File: config.mk
export PLATFORM = sky130hd
export DESIGN_NAME = decim_avg_filter
export DESIGN_NICKNAME = d
export VERILOG_FILES = /design/src/rtl/davg_pkg.sv /design/src/rtl/davg_seq.sv /design/src/rtl/davg_accum.sv /design/src/rtl/davg_div.sv /design/src/rtl/decim_avg_filter.sv
export SDC_FILE = /design/constraint.sdc
export NUM_CORES = 1
export LEC_CHECK = 0
export ABC_AREA = 1
export ABC_CLOCK_PERIOD_IN_PS = 3900
export CORE_MARGIN = 2
export CORE_UTILIZATION = 55
export DETAILED_ROUTE_END_ITERATION = 12
export PLACE_DENSITY = 0.75
export RECOVER_POWER = 50
export SYNTH_ARGS = -nofsm -noshare
export SYNTH_HDL_FRONTEND = slang
export SYNTH_SLANG_ARGS = --single-unit
File: constraint.sdc
create_clock -name clk -period 3.9 [get_ports clk]
set_input_delay 1.17 -clock clk [delete_from_list [all_inputs] [get_ports clk]]
set_output_delay 1.17 -clock clk [all_outputs]
set_load 0.1 [all_outputs]
File: src/rtl/davg_pkg.sv
package davg_pkg;

  typedef enum logic {
    ST_IDLE = 1'b0,
    ST_ACC  = 1'b1
  } seq_state_t;

  localparam logic [1:0] DEC_HI = 2'b00;
  localparam logic [1:0] DEC_LO = 2'b01;

  function automatic logic code_legal(input logic [1:0] c);
    return (c == DEC_HI) || (c == DEC_LO);
  endfunction

endpackage

File: src/rtl/davg_seq.sv
module davg_seq
  import davg_pkg::*;
#(
  parameter int CNT_W = 10,
  parameter int N_HI  = 768,
  parameter int N_LO  = 384
) (
  input  logic             clk,
  input  logic             rst,
  input  logic             start_i,
  input  logic [1:0]       code_i,
  input  logic             vld_i,
  output logic             take_o,
  output logic             last_o,
  output logic             err_o,
  output logic [CNT_W-1:0] divisor_o
);

  seq_state_t       st_q;
  logic [CNT_W-1:0] cnt_q;
  logic [CNT_W-1:0] n_q;
  logic [CNT_W-1:0] n_sel;
  logic             code_ok;
  logic             err_q;

  assign code_ok   = code_legal(code_i);
  assign n_sel     = (code_i == DEC_HI) ? CNT_W'(N_HI) : CNT_W'(N_LO);
  assign take_o    = vld_i && (start_i ? code_ok : (st_q == ST_ACC));
  assign last_o    = !start_i && (st_q == ST_ACC) && vld_i && (cnt_q == n_q - 1'b1);
  assign err_o     = err_q;
  assign divisor_o = n_q;

  always_ff @(posedge clk) begin
    if (rst) begin
      st_q  <= ST_IDLE;
      cnt_q <= '0;
      n_q   <= CNT_W'(N_HI);
      err_q <= 1'b0;
    end else if (start_i) begin
      err_q <= !code_ok;
      st_q  <= code_ok ? ST_ACC : ST_IDLE;
      n_q   <= n_sel;
      cnt_q <= (vld_i && code_ok) ? CNT_W'(1) : '0;
    end else if ((st_q == ST_ACC) && vld_i) begin
      if (last_o) begin
        st_q  <= ST_IDLE;
        cnt_q <= '0;
      end else begin
        cnt_q <= cnt_q + 1'b1;
      end
    end
  end


  code_hold_chk: assert property (@(posedge clk) disable iff (rst)
    ((st_q == ST_ACC) && !start_i) |=> $stable(n_q));


  cnt_bound_chk: assert property (@(posedge clk) disable iff (rst)
    (st_q == ST_ACC) |-> (cnt_q < n_q));


  err_idle_chk: assert property (@(posedge clk) disable iff (rst)
    err_q |-> (st_q == ST_IDLE));

endmodule

File: src/rtl/davg_accum.sv
module davg_accum #(
  parameter int SAMPLE_W = 16,
  parameter int ACC_W    = 26
) (
  input  logic                clk,
  input  logic                rst,
  input  logic                clr_i,
  input  logic                take_i,
  input  logic [SAMPLE_W-1:0] smp_i,
  output logic [ACC_W-1:0]    sum_o
);

  localparam int EXT_W = ACC_W + 1 - SAMPLE_W;

  logic [ACC_W-1:0] acc_q;
  logic [ACC_W-1:0] base;
  logic [ACC_W:0]   addend;
  logic [ACC_W:0]   wide;

  assign base   = clr_i ? '0 : acc_q;
  assign addend = take_i ? {{EXT_W{smp_i[SAMPLE_W-1]}}, smp_i} : '0;
  assign wide   = {base[ACC_W-1], base} + addend;
  assign sum_o  = wide[ACC_W-1:0];

  always_ff @(posedge clk) begin
    if (rst) begin
      acc_q <= '0;
    end else if (clr_i || take_i) begin
      acc_q <= sum_o;
    end
  end


  no_overflow_chk: assert property (@(posedge clk) disable iff (rst)
    take_i |-> (wide[ACC_W] == wide[ACC_W-1]));

endmodule

File: src/rtl/davg_div.sv
module davg_div #(
  parameter int ACC_W    = 26,
  parameter int CNT_W    = 10,
  parameter int RESULT_W = 16
) (
  input  logic                clk,
  input  logic                rst,
  input  logic                load_i,
  input  logic                abort_i,
  input  logic [ACC_W-1:0]    dividend_i,
  input  logic [CNT_W-1:0]    divisor_i,
  output logic [RESULT_W-1:0] result_o,
  output logic                done_o
);

  localparam int STEP_W = $clog2(ACC_W + 1);

  logic                busy_q;
  logic [STEP_W-1:0]   step_q;
  logic [ACC_W-1:0]    quot_q;
  logic [CNT_W-1:0]    rem_q;
  logic [CNT_W-1:0]    div_q;
  logic                neg_q;
  logic [ACC_W-1:0]    mag;
  logic [CNT_W:0]      rem_sh;
  logic                fits;
  logic [CNT_W:0]      rem_nx;
  logic [RESULT_W-1:0] q_trunc;

  assign mag     = dividend_i[ACC_W-1] ? (~dividend_i + 1'b1) : dividend_i;
  assign rem_sh  = {rem_q, quot_q[ACC_W-1]};
  assign fits    = rem_sh >= {1'b0, div_q};
  assign rem_nx  = fits ? (rem_sh - {1'b0, div_q}) : rem_sh;
  assign q_trunc = quot_q[RESULT_W-1:0];

  always_ff @(posedge clk) begin
    if (rst) begin
      busy_q   <= 1'b0;
      step_q   <= '0;
      quot_q   <= '0;
      rem_q    <= '0;
      div_q    <= '0;
      neg_q    <= 1'b0;
      result_o <= '0;
      done_o   <= 1'b0;
    end else begin
      done_o <= 1'b0;
      if (abort_i) begin
        busy_q <= 1'b0;
      end else if (load_i) begin
        busy_q <= 1'b1;
        step_q <= STEP_W'(ACC_W);
        quot_q <= mag;
        rem_q  <= '0;
        div_q  <= divisor_i;
        neg_q  <= dividend_i[ACC_W-1];
      end else if (busy_q) begin
        if (step_q != '0) begin
          rem_q  <= rem_nx[CNT_W-1:0];
          quot_q <= {quot_q[ACC_W-2:0], fits};
          step_q <= step_q - 1'b1;
        end else begin
          result_o <= neg_q ? (~q_trunc + 1'b1) : q_trunc;
          done_o   <= 1'b1;
          busy_q   <= 1'b0;
        end
      end
    end
  end


  rem_top_chk: assert property (@(posedge clk) disable iff (rst)
    (busy_q && (step_q != '0)) |-> !rem_nx[CNT_W]);


  quot_range_chk: assert property (@(posedge clk) disable iff (rst)
    (busy_q && (step_q == '0)) |-> (quot_q <= (ACC_W'(1) << (RESULT_W - 1))));


  done_one_cycle_chk: assert property (@(posedge clk) disable iff (rst)
    done_o |=> !done_o);


  result_hold_chk: assert property (@(posedge clk) disable iff (rst)
    !done_o |-> $stable(result_o));

endmodule

File: src/rtl/decim_avg_filter.sv
module decim_avg_filter #(
  parameter int SAMPLE_W = 16,
  parameter int RESULT_W = 16,
  parameter int RATIO_HI = 256,
  parameter int RATIO_LO = 128,
  parameter int SUM_MULT = 3
) (
  input  logic                clk,
  input  logic                rst,
  input  logic                stage_start_i,
  input  logic [1:0]          dec_code_i,
  input  logic                smp_vld_i,
  input  logic [SAMPLE_W-1:0] smp_i,
  output logic [RESULT_W-1:0] result_o,
  output logic                done_o,
  output logic                err_o
);

  localparam int N_HI  = SUM_MULT * RATIO_HI;
  localparam int N_LO  = SUM_MULT * RATIO_LO;
  localparam int CNT_W = $clog2(N_HI + 1);
  localparam int ACC_W = SAMPLE_W + CNT_W;

  logic             take;
  logic             last;
  logic [CNT_W-1:0] divisor;
  logic [ACC_W-1:0] sum_nx;

  davg_seq #(
    .CNT_W (CNT_W),
    .N_HI  (N_HI),
    .N_LO  (N_LO)
  ) u_seq (
    .clk       (clk),
    .rst       (rst),
    .start_i   (stage_start_i),
    .code_i    (dec_code_i),
    .vld_i     (smp_vld_i),
    .take_o    (take),
    .last_o    (last),
    .err_o     (err_o),
    .divisor_o (divisor)
  );

  davg_accum #(
    .SAMPLE_W (SAMPLE_W),
    .ACC_W    (ACC_W)
  ) u_accum (
    .clk    (clk),
    .rst    (rst),
    .clr_i  (stage_start_i),
    .take_i (take),
    .smp_i  (smp_i),
    .sum_o  (sum_nx)
  );

  davg_div #(
    .ACC_W    (ACC_W),
    .CNT_W    (CNT_W),
    .RESULT_W (RESULT_W)
  ) u_div (
    .clk        (clk),
    .rst        (rst),
    .load_i     (last),
    .abort_i    (stage_start_i),
    .dividend_i (sum_nx),
    .divisor_i  (divisor),
    .result_o   (result_o),
    .done_o     (done_o)
  );


  err_no_done_chk: assert property (@(posedge clk) disable iff (rst)
    err_o |-> !done_o);

endmodule

==> flow_summary.ini, run 1 <==
[hold_path]
hold_depth = 2
hold_class = reg -> reg

[routing]
routed_wl_mm = 22.9
via_per_inst = 5.28
drt_pass1_iterations = 6
wl_per_cell_um = 14.0
vias = 8634
drc = 0
drtIter0Drc = 786
antenna_left = 0

[pwr]
p_seq_frac = 0.387
p_int_uw = 1990
p_clk_frac = 0.363
p_leak_uw = 0.00503
pwr-share-comb = 0.250
ir_drop_v = 0.000236
swShare = 0.291
pwr_density_cell_nw_per_um2 = 273
switchingPower_uw = 814

[timing]
fmax_mhz = 268
slew_headroom = 0.168
holdWs_ps = 443
period_minus_slack_ps = 3730
slew_viol_final = 0
finalClockSkew_ps = 5.71
rsz0062_at_grt = true
period_share = 0.957
setup_viol = 0
setup_tns_ps = 0
hold_viol = 0
tightest_slew_ps = 1250

[placement]
port_buffers = 39
dp.final_hpwl_mm = 16.2
globalplace.congestion = 0.924

[worst_setup_path]
crit_fanout = 10
crit_arrival_ps = 3920
path_class = in -> reg
start_kind = primary input
end_kind = flip-flop
reg2regPathDepth = 25
cp.required_ps = 4080

[global_routing]
grt_first_pass_wirelength_mm = 37.4
grt_overflow = 0
grt_use_total = 0.317
antenna_found_initial = 0
grt_max_degree = 30
grt_pass1_vias = 8313

[synthesis]
avgSynthCellArea_um2 = 5.97
seq_area_frac_synth = 0.279
synth-simple-area-share = 0.368
ys_seq_elements = 103
async_flop_share = 0
synth_top_family_by_area = simple AND/OR/NAND/NOR gates
synth-xor-area-share = 0.0247
yosys.cell_types.count = 45
postSynthCellCount = 1241
synthFlopType = dfxtp_1
synth_compound_area_frac = 0.131
ys_warn_count = 0
synthMuxAreaShare = 0.00270
synthesis.nets = 1298
synth_edf_count = 0
syn_area_um2 = 7400
synthAdderAreaFrac = 0.0612

[clock_network]
ctsHoldBuffers = 0
cts_tree = built
root_buffer = clkbuf_16
h-tree-depth = 3
cts_made_buffers = 9
clk_pin_slew_ps = 70
clk_latency_ps = 350
cts_sinks = 103
clock_path_buffers = 2

[job]
drv_cap = 0

[die]
die_area_um2 = 14400
die_y_um = 120
rows = 42
io_pins = 40
core_um2 = 13200
start_util = 0.561
die_w_um = 120

[finish]
fillCellCount = 1030
drive_gt1_frac = 0.238
nNetsFinal = 1512
syn_to_final_growth_pct = 38.6
antenna_cells = 0

[outcome]
run_status = completed
## power by group through the flow
stage          logic [uW]  clock network [uW]  registers, uW
6_report              701                1020           1080
5_1_grt               760                1070           1090
4_1_cts               641                1020           1080
3_5_place_dp          570                   0           1110
3_3_place_gp          560                   0           1110
2_1_floorplan         303                   0           1110
## cells in the mapped netlist, types with 2 or more instances
master | number | area, um^2
nand2_1 | 374 | 1400
nor2_1 | 123 | 462
buf_2 | 2 | 10.0
o2111ai_1 | 2 | 17.5
xnor2_1 | 5 | 43.8
o211ai_1 | 20 | 150
buf_4 | 2 | 15.0
nand3_2 | 2 | 20.0
o21bai_1 | 4 | 30.0
nor4_1 | 2 | 12.5
ha_1 | 33 | 413
xor2_1 | 14 | 123
nand2_2 | 6 | 37.5
o22ai_1 | 5 | 31.3
mux2i_1 | 2 | 20.0
nand4_1 | 18 | 113
inv_2 | 5 | 18.8
a211oi_1 | 2 | 15.0
inv_1 | 218 | 818
nor3_1 | 14 | 70.1
fa_1 | 2 | 40.0
nor2_2 | 8 | 50.1
buf_1 | 2 | 7.51
a31oi_1 | 18 | 113
or2_2 | 3 | 18.8
a21oi_1 | 69 | 345
o21ai_0 | 46 | 230
nand3b_1 | 3 | 22.5
clkbuf_1 | 28 | 105
nand3_1 | 92 | 460
dfxtp_1 | 103 | 2060
## metrics by stage
stage	utilization	instances	worst slack, ps	area, um^2	power (uW)
after floorplan	-	1241	1.85	7450	1410
after global placement	0.700	1594	-605	9240	1670
after detailed placement	0.700	1594	-743	9240	1680
after CTS	0.759	1630	-8.20	10000	2750
after global routing	0.778	1636	-75.8	10300	2910
final	0.778	1636	167	10300	2800
## logic make-up (layout without fill, tap and decap cells)
kind of cell,Yosys count,after routing
AO/OA/AOI/OAI,171,171
XOR/XNOR,20,20
adder cells (fa/ha/maj),35,35
buffers and inverters,259,478
flip-flops,103,103
multiplexers,2,2
AND/OR/NAND/NOR,651,651
## placed cells by master (no fill, tap or decap), types with 3 or more instances in the layout
cell type	count
a21oi_1	63
a21oi_2	6
a31oi_1	18
buf_12	3
buf_4	194
clkbuf_1	3
clkbuf_16	9
clkdlybuf4s50_1	35
dfxtp_1	103
ha_1	20
ha_4	13
inv_1	212
inv_2	9
nand2_1	338
nand2_2	37
nand2_4	5
nand3_1	81
nand3_2	13
nand3b_1	3
nand4_1	18
nor2_1	96
nor2_2	19
nor2_4	17
nor3_1	12
nor3_2	3
o211ai_1	20
o21ai_0	46
o21bai_1	4
o22ai_1	5
or2_2	3
xnor2_1	5
xor2_1	14
## timing repair
action                                  4_1_cts  5_1_grt
pin swaps                                    35       23
resized for setup                            71       56
buffers inserted                             20        6
endpoints found under the setup margin       28       28
## state kept, by name, summed over array words and instances (netlist names), 2 cells and up
register	flops
u_div.step_q	5
u_div.quot_q	26
u_seq.divisor_o	2
u_seq.cnt_q	10
u_div.div_q	3
u_div.rem_q	10
u_accum.acc_q	26
u_div.result_o	16
## metal layers
layer  track usage  share of wire  vias to the layer above
li1              -              -                     4350
met5             0              0                        -
met3        0.0471          0.051                       78
met4         0.132          0.038                        0
met1         0.399           0.43                     3908
met2         0.540           0.48                      298
## path summary, 6_finish.rpt
check                                               startpoint                             end  slack (ps)
worst min register to register  u_div.result_o[8]$_SDFFE_PP0P_  u_div.result_o[8]$_SDFFE_PP0P_         440
worst max-delay path                                 smp_vld_i   u_div.quot_q[13]$_SDFFE_PP0P_         170
worst max register to register         u_seq.st_q$_SDFFE_PP0P_   u_div.quot_q[13]$_SDFFE_PP0P_         710
worst min-delay path            u_div.result_o[8]$_SDFFE_PP0P_  u_div.result_o[8]$_SDFFE_PP0P_         440
## cell type report
class / count / area (um^2) / share of cell area
Multi-Input combinational cell: 879 / 4890 / 0.476
Timing Repair Buffer: 238 / 1910 / 0.186
Clock inverter: 5 / 87.6 / 0.00854
Clock buffer: 11 / 243 / 0.0237
Sequential cell: 103 / 2060 / 0.201
Tap cell: 176 / 220 / 0.0215
Inverter: 224 / 851 / 0.0829
## critical path: stages
cell	delay (ps)
clkbuf_2	110
nand2_2	80
nor2_4	130
inv_2	60
nand2_4	110
inv_8	60
nor2_4	100
ha_4	140
inv_1	60
fa_2	340
inv_2	110
nand3_2	110
nand2_2	100
nand2_1	60
nand3_1	80
nand2_2	70
buf_4	140
inv_1	80
nand2_2	70
nor2_4	130
buf_4	130
nand4_1	100
nand2_1	90
nand3_1	90
nand3_1	90
a31oi_1	70
Power figures use the tool's default switching activity.
==> inputs of run 2 (changes only) <==
- ABC_CLOCK_PERIOD_IN_PS: 3900 -> 3720
- CELL_PAD_IN_SITES_DETAIL_PLACEMENT: unset -> 0
- CELL_PAD_IN_SITES_GLOBAL_PLACEMENT: unset -> 1
- CORE_UTILIZATION: 55 -> 43
- PLACE_DENSITY: 0.75 -> 0.8
- SKIP_LAST_GASP: unset -> 1
- clock period: 3.9 -> 3.72 ns (I/O delays scaled with it)
==> flow_summary.ini, run 2 (synthesis results as in run 1) <==
[timing]
tightest_slew_ps = 1490
hold_viol = 0
slew_viol_final = 0
finalClockSkew_ps = 10.4
period_share = 0.956
fmax_mhz = 281
period_minus_slack_ps = 3550
setup_viol = 0
slew_headroom = 0.00618
rsz0062_at_grt = true

[clock_network]
cts_sinks = 103
cts_tree = built
root_buffer = clkbuf_16
ctsHoldBuffers = 0
clk_pin_slew_ps = 80
clk_latency_ps = 360
cts_made_buffers = 9
h-tree-depth = 3
clock_path_buffers = 2

[outcome]
run_status = completed

[finish]
final_common_cell = nand2_1
stdcell_count = 1675
seqCellArea_um2 = 2060
syn_to_final_growth_pct = 39.0
top_regs = u_accum.acc_q: 26 flops, u_div.quot_q: 26 flops, u_div.result_o: 16 flops
mostFrequentLayoutCells = nand2_1, inv_1, buf_4, dfxtp_1, nor2_1
antenna_cells = 0
final_area_um2 = 10300
fin_util = 0.616
drive_gt1_frac = 0.256
multi_input_area_um2 = 5040
fillCellCount = 1724
nNetsFinal = 1507

[die]
die_w_um = 135
die_y_um = 135
io_pins = 40
die_area_um2 = 18300
start_util = 0.443
core_um2 = 16700
rows = 47

[routing]
drc = 0
drtIter0Drc = 411
drt_pass1_iterations = 5
vias = 8367
antenna_left = 0
via_per_inst = 5.00
wl_per_cell_um = 13.9
routed_wl_mm = 23.2

[global_routing]
grt_use_total = 0.254
grt_pass1_vias = 7804
grt_overflow = 0
grt_max_degree = 30
antenna_found_initial = 0
grt_first_pass_wirelength_mm = 36.8

[worst_setup_path]
crit_fanout = 6
end_kind = flip-flop
path_class = in -> reg
cp.required_ps = 4010
start_kind = primary input
crit_arrival_ps = 3840

[pwr]
swShare = 0.303
switchingPower_uw = 875
pwr-share-comb = 0.252
p_seq_frac = 0.394
p_leak_uw = 0.00496
ir_drop_v = 0.000244
p_clk_frac = 0.354
p_int_uw = 2010
pwr_density_cell_nw_per_um2 = 281

[placement]
dp.final_hpwl_mm = 17.3
port_buffers = 39
placed_cells = 1640
globalplace.congestion = 0.859
place_area_um2 = 9310

[hold_path]
hold_class = reg -> reg

[job]
drv_cap = 0
-- run 2: changes by cell type in the layout (fill, tap and decap cells not counted), sizes merged --
cell           before  now
dlymetal6s2s        1    0
clkinv              1    3
buf               198  192
inv               225  227
clkbuf             15   33
bufinv              2    1
clkdlybuf4s50      35   17
clkinvlp            1    0
-- run 2: cell type report --
class	count	share of cell area
clock buffer	10	0.0232
clock inverter	6	0.00729
inverter	224	0.0832
multi-input combinational	879	0.489
sequential	103	0.200
tap	220	0.0267
timing repair buffer	232	0.169
timing repair inverter	1	0.00109
-- run 2: critical path, cell delays in order --
cell and delay (ps):
buf_6 100, inv_4 40, nor2_4 100, nand2_4 80, nand2_8 110, inv_8 60, nor2_4 110, ha_4 140
inv_2 40, fa_2 410, inv_4 100, nand3_2 90, nand2_2 100, nand2_2 70, nand3_2 90, nand2_4 70
nor2_4 140, nand2_4 80, nor2_4 150, nand4_4 130, buf_4 160, o211ai_1 140, nand3_1 90, a21oi_1 120
-- run 2: per-layer routing --
| metal | global-route usage | share of wire | wire length [um] | up-vias |
|---|---|---|---|---|
| li1 | - | - | - | 4348 |
| met1 | 0.329 | 0.47 | 10800 | 3815 |
| met2 | 0.437 | 0.47 | 11000 | 165 |
| met3 | 0.0333 | 0.034 | 781 | 39 |
| met4 | 0.0839 | 0.027 | 619 | 0 |
| met5 | 0 | 0 | 0 | - |
-- run 2: timing repair --
action                     CTS  global route
gates cloned                 1             0
pin swaps                   15            44
resized for setup           41           128
setup endpoints to repair   38            28
buffers inserted             8            10
-- run 2: power groups by stage --
| stage | logic [uW] | registers (uW) | clock network [uW] |
|---|---|---|---|
| after floorplan | 331 | 1160 | 0 |
| final | 728 | 1140 | 1020 |
| after CTS | 656 | 1140 | 1040 |
| after detailed placement | 616 | 1160 | 0 |
| after global placement | 611 | 1160 | 0 |
| after global routing | 794 | 1140 | 1080 |
-- run 2: path summary, 6_finish.rpt --
path                                        from                              to  slack (ps)  cells past startpoint
setup / recovery                   stage_start_i   u_div.quot_q[20]$_SDFFE_PP0P_         170                     24
hold / removal    u_div.result_o[5]$_SDFFE_PP0P_  u_div.result_o[5]$_SDFFE_PP0P_         440                      2
hold reg to reg   u_div.result_o[5]$_SDFFE_PP0P_  u_div.result_o[5]$_SDFFE_PP0P_         440                      2
setup reg to reg         u_seq.st_q$_SDFFE_PP0P_   u_div.quot_q[20]$_SDFFE_PP0P_         570                     23
-- run 2: per-stage QoR --
step	total power [uW]	setup slack [ps]	setup TNS (ps)	hold slack, ps
finish	2890	165	0	445
global route	3020	-69.3	-210	465
CTS	2840	17.8	0	452
detailed placement	1780	-941	-28240	441
global placement	1770	-868	-25470	431
floorplan	1500	-33.7	-84.0	435
==> inputs of run 3 (changes only) <==
- CAP_MARGIN: unset -> 25
- CTS_CLUSTER_SIZE: unset -> 14
==> results of run 3 <==
Final layout, timing and power as in run 2 (identical DEF).
